==> config.mk <==
export PLATFORM = sky130hd
export DESIGN_NAME = fast_a20_reset_reg
export DESIGN_NICKNAME = d
export VERILOG_FILES = /design/src/rtl/a20_pkg.sv /design/src/rtl/a20_ctl_regs.sv /design/src/rtl/a20_pulse_seq.sv /design/src/rtl/a20_out_merge.sv /design/src/rtl/fast_a20_reset_reg.sv
export SDC_FILE = /design/constraint.sdc
export NUM_CORES = 1
export LEC_CHECK = 0
export BUFFER_PORTS_ARGS = -buffer_cell sky130_fd_sc_hd__buf_2
export CORE_MARGIN = 3
export CORE_UTILIZATION = 48
export CTS_CLUSTER_DIAMETER = 100
export DETAILED_ROUTE_END_ITERATION = 10
export PLACE_DENSITY = 0.78
export SYNTH_ARGS = -nofsm -noshare
export SYNTH_HDL_FRONTEND = slang
export SYNTH_SLANG_ARGS = --single-unit
==> constraint.sdc <==
create_clock -name clk -period 1.95 [get_ports clk]
set_clock_uncertainty 0.1 [all_clocks]
set_input_delay 0.195 -clock clk [delete_from_list [all_inputs] [get_ports clk]]
set_output_delay 0.195 -clock clk [all_outputs]
set_load 0.01 [all_outputs]
==> src/rtl/a20_pkg.sv <==
package a20_pkg;
  localparam logic [7:0] REG_FIXED = 8'h24;
  typedef enum logic [1:0] {
    SEQ_IDLE = 2'd0,
    SEQ_WAIT = 2'd1,
    SEQ_LOW  = 2'd2,
    SEQ_HOLD = 2'd3
  } seq_state_t;
endpackage

==> src/rtl/a20_ctl_regs.sv <==
module a20_ctl_regs
  import a20_pkg::*;
#(
  parameter int ADDR_W = 16,
  parameter logic [ADDR_W-1:0] REG_ADDR = 'h92
) (
  input  logic              clk,
  input  logic              rst,
  input  logic [ADDR_W-1:0] bus_addr,
  input  logic              bus_wr,
  input  logic              bus_rd,
  input  logic [7:0]        bus_wdata,
  input  logic              port_en,
  output logic [7:0]        bus_rdata,
  output logic [1:0]        ctl_bits
);
  logic hit;
  assign hit = port_en && (bus_addr == REG_ADDR);

  always_ff @(posedge clk) begin
    if (rst) begin
      ctl_bits  <= 2'b00;
      bus_rdata <= 8'h00;
    end else begin
      if (bus_wr && hit) ctl_bits <= bus_wdata[1:0];
      bus_rdata <= (bus_rd && hit) ? (REG_FIXED | {6'b0, ctl_bits}) : 8'h00;
    end
  end
endmodule

==> src/rtl/a20_pulse_seq.sv <==
module a20_pulse_seq
  import a20_pkg::*;
#(
  parameter int DELAY_CYC = 700,
  parameter int PULSE_CYC = 300
) (
  input  logic clk,
  input  logic rst,
  input  logic req,
  output logic alt_rst_n
);
  localparam int MAXC  = (DELAY_CYC > PULSE_CYC) ? DELAY_CYC : PULSE_CYC;
  localparam int CNT_W = $clog2(MAXC + 1);
  localparam logic [CNT_W-1:0] DLY_LOAD = CNT_W'(DELAY_CYC - 1);
  localparam logic [CNT_W-1:0] PLS_LOAD = CNT_W'(PULSE_CYC - 1);

  seq_state_t       state, state_nx;
  logic [CNT_W-1:0] cnt, cnt_nx;

  always_comb begin
    state_nx = state;
    cnt_nx   = cnt;
    if (!req) begin
      state_nx = SEQ_IDLE;
      cnt_nx   = '0;
    end else begin
      unique case (state)
        SEQ_IDLE: begin
          state_nx = SEQ_WAIT;
          cnt_nx   = DLY_LOAD;
        end
        SEQ_WAIT: begin
          if (cnt == '0) begin
            state_nx = SEQ_LOW;
            cnt_nx   = PLS_LOAD;
          end else begin
            cnt_nx = cnt - 1'b1;
          end
        end
        SEQ_LOW: begin
          if (cnt == '0) state_nx = SEQ_HOLD;
          else           cnt_nx   = cnt - 1'b1;
        end
        default: state_nx = SEQ_HOLD;
      endcase
    end
  end

  always_ff @(posedge clk) begin
    if (rst) begin
      state     <= SEQ_IDLE;
      cnt       <= '0;
      alt_rst_n <= 1'b1;
    end else begin
      state     <= state_nx;
      cnt       <= cnt_nx;
      alt_rst_n <= (state_nx != SEQ_LOW);
    end
  end
endmodule

==> src/rtl/a20_out_merge.sv <==
module a20_out_merge (
  input  logic clk,
  input  logic rst,
  input  logic alt_rst_n,
  input  logic kbc_rst_n,
  input  logic kbc_gate_a20,
  input  logic alt_a20,
  input  logic rst_polarity,
  output logic a20_out,
  output logic sys_rst_out
);
  logic rst_and_n;
  assign rst_and_n = alt_rst_n & kbc_rst_n;

  always_ff @(posedge clk) begin
    if (rst) begin
      a20_out     <= 1'b0;
      sys_rst_out <= ~rst_polarity;
    end else begin
      a20_out     <= kbc_gate_a20 | alt_a20;
      sys_rst_out <= rst_polarity ? ~rst_and_n : rst_and_n;
    end
  end
endmodule

==> src/rtl/fast_a20_reset_reg.sv <==
module fast_a20_reset_reg #(
  parameter int ADDR_W = 16,
  parameter logic [ADDR_W-1:0] REG_ADDR = 'h92,
  parameter int DELAY_CYC = 700,
  parameter int PULSE_CYC = 300
) (
  input  logic              clk,
  input  logic              rst,
  input  logic [ADDR_W-1:0] bus_addr,
  input  logic              bus_wr,
  input  logic              bus_rd,
  input  logic [7:0]        bus_wdata,
  output logic [7:0]        bus_rdata,
  input  logic              port_en,
  input  logic              kbc_gate_a20,
  input  logic              kbc_rst_n,
  input  logic              rst_polarity,
  output logic              alt_rst_n,
  output logic              a20_out,
  output logic              sys_rst_out
);
  logic [1:0] ctl_bits;

  a20_ctl_regs #(.ADDR_W(ADDR_W), .REG_ADDR(REG_ADDR)) u_regs (
    .clk(clk), .rst(rst), .bus_addr(bus_addr), .bus_wr(bus_wr),
    .bus_rd(bus_rd), .bus_wdata(bus_wdata), .port_en(port_en),
    .bus_rdata(bus_rdata), .ctl_bits(ctl_bits)
  );

  a20_pulse_seq #(.DELAY_CYC(DELAY_CYC), .PULSE_CYC(PULSE_CYC)) u_seq (
    .clk(clk), .rst(rst), .req(ctl_bits[0]), .alt_rst_n(alt_rst_n)
  );

  a20_out_merge u_merge (
    .clk(clk), .rst(rst), .alt_rst_n(alt_rst_n), .kbc_rst_n(kbc_rst_n),
    .kbc_gate_a20(kbc_gate_a20), .alt_a20(ctl_bits[1]),
    .rst_polarity(rst_polarity), .a20_out(a20_out), .sys_rst_out(sys_rst_out)
  );
endmodule

==> impl_metrics.tcl <==
set metrics [dict create \
    status "completed" \
    synthToLayoutAreaGrowth_pct 24.7 \
    power.total_w 0.000796 \
    grt_max_degree 13 \
    end_kind "register" \
    grtUsageTotal 0.196 \
    crit_type "reg -> reg" \
    timing_hold_violations_final 0 \
    power_density_nw_per_um2 541 \
    path_clk_slew_ns 0.12 \
    route.detailed.drc 0 \
    fin_crit_ns 1.84 \
    worst_pin_slew_ns 0.510 \
    vdd_drop_max_mv 0.385 \
    cts_tree "done" \
    finalCritPeriodShare 0.944 \
    wl_um 2860 \
    p_leak_nw 0.693 \
    max_freq_mhz 543 \
    hpwl_um 2170 \
    layout_common_cells "buf_2, nor2_1, dfxtp_1" \
    syn_area_sq_um 1180 \
    overflow 0 \
    setup_viol 0 \
    synth-edff-count 0 \
    slew_headroom 0.660 \
    detail-route-antenna-nets 0 \
    cp.required_ns 2.04 \
    root_buffer "clkbuf_4" \
    chipWidth_um 55.6 \
    mostFrequentLayoutCell "buf_2" \
    pin_count 43 \
    cts_buffer_depth 2 \
    drt-initial-drc-count 46 \
    postSynthCellCount 141 \
    n_antenna_cell 0 \
    synth-seq-area-share 0.340 \
    fin_hold_ws_ns 0.0197 \
    clock_latency_ns 0.30 \
    critPathMaxFanout 12 \
    place.gp.congestion 0.941 \
    synth.ff_latch_count 20 \
    ys_types 46 \
    dieArea_sq_um 3090 \
    rows 17 \
    core-area_sq_um 2280 \
    drive_gt1_frac 0.306 \
    ys.flop_type "dfxtp_1" \
    avgSynthCellArea_sq_um 8.36 \
    hold_class "in -> reg" \
    antenna_found_initial 0 \
    dr.pass1.iters 4 \
    grt_pass1_vias 1139 \
    maxSlewViolCount 0 \
    grt_pass1_wl_um 4930 \
    portBuffers 32 \
    drv_cap 0 \
    critPathArrivalTime_ns 1.93 \
    ctsHtreeMaxLevel 1 \
    fp.dieH_um 55.6 \
    start_util 0.518 \
    async_reset_ff_frac 0 \
    fin_nets 218 \
    ys_warn_count 0 \
    wl_per_cell_um 13.8 \
    cts_sinks 20 \
    vias 1160 \
    start_kind "register" \
    cts_buffers 3 \
    post_drt_via_cell_ratio 5.58 \
]
stage by stage:
| step | setup WS [ns] | std cells | setup TNS, ns | cell area [sq um] | util |
|---|---|---|---|---|---|
| final | 0.109 | 208 | 0 | 1470 | 0.646 |
| after global routing | -0.0111 | 208 | -0.0217 | 1470 | 0.646 |
| after CTS | 0.0433 | 207 | 0 | 1450 | 0.637 |
| after detailed placement | 0.0767 | 201 | 0 | 1380 | 0.605 |
| after global placement | 0.128 | 201 | 0 | 1380 | 0.605 |
| after floorplan | 0.196 | 144 | 0 | 1190 | - |
area by class of cell:
type,instances,area (sq um)
timing repair buffer,41,233
sequential,20,402
multi-input combinational,108,722
inverter,7,26.3
fill,188,806
clock buffer,3,22.5
clock inverter,1,30.0
tap,28,35.0
cell usage after synthesis, drive strengths merged, types with 2 or more instances:
master	number	area, sq um
o31a	2	17.5
ha	5	62.6
a21o	2	15.0
nand3	7	40.0
o21ai	8	40.0
a211oi	3	22.5
a21oi	9	56.3
a41oi	2	17.5
nor3	7	40.0
clkbuf	3	11.3
inv	7	26.3
o41ai	2	17.5
mux2i	3	30.0
nor2	20	75.1
nor3b	3	32.5
nand2	8	30.0
nor4	2	18.8
buf	6	42.5
or4b	2	20.0
and2	2	12.5
dfxtp	20	400
state kept, by name (all words and copies together), names as in the netlist:
signal               count
u_merge.sys_rst_out      1
u_merge.a20_out          1
u_seq.state              2
u_seq.alt_rst_n          1
u_regs.bus_rdata         3
u_seq.cnt               10
u_regs.ctl_bits          2
per-layer routing:
layer,track usage,up-vias,wire [um]
met5,0,-,0
met4,0.0833,0,57
li1,-,585,-
met3,0.0257,7,173
met2,0.351,42,1470
met1,0.232,526,1160
cell families after synthesis:
kind of cell | synth area share
AND/OR/NAND/NOR | 0.291
multiplexers | 0.0255
buffers and inverters | 0.0679
other | 0.00318
flip-flops | 0.340
XOR/XNOR | 0.00743
AO/OA/AOI/OAI | 0.212
adder cells (fa/ha/maj) | 0.0531
power breakdown:
part / internal [W] / leakage (nW) / switching [W]
clock network: 0.000208 / 0.0279 / 0.000130
logic: 0.0000272 / 0.503 / 0.0000179
registers: 0.000412 / 0.162 / 0.00000101
final timing paths:
path | to | start | cells past startpoint | slack, ns
max | u_seq.cnt[1] | u_seq.state[0] | 6 | 0.11
min | u_regs.ctl_bits[0] | bus_wdata[0] | 3 | 0.02
max reg2reg | u_seq.cnt[1] | u_seq.state[0] | 6 | 0.11
min reg2reg | u_seq.cnt[9] | u_seq.cnt[9] | 2 | 0.39
what timing repair did:
item | 4_1_cts | 5_1_grt
hold buffers | 2 | 0
buffers inserted | 0 | 1
endpoints found under the hold margin | 2 | 0
endpoints found under the setup margin | 0 | 12
gates resized for setup | 0 | 5
worst max-delay path, cell delays in order, from the launching register on:
cell      delay (ns)
dfxtp_1         0.40
inv_1           0.08
ha_1            0.45
a41oi_1         0.39
o211ai_1        0.15
o21ai_0         0.09
nor2_1          0.06
Power figures use the tool's default switching activity.
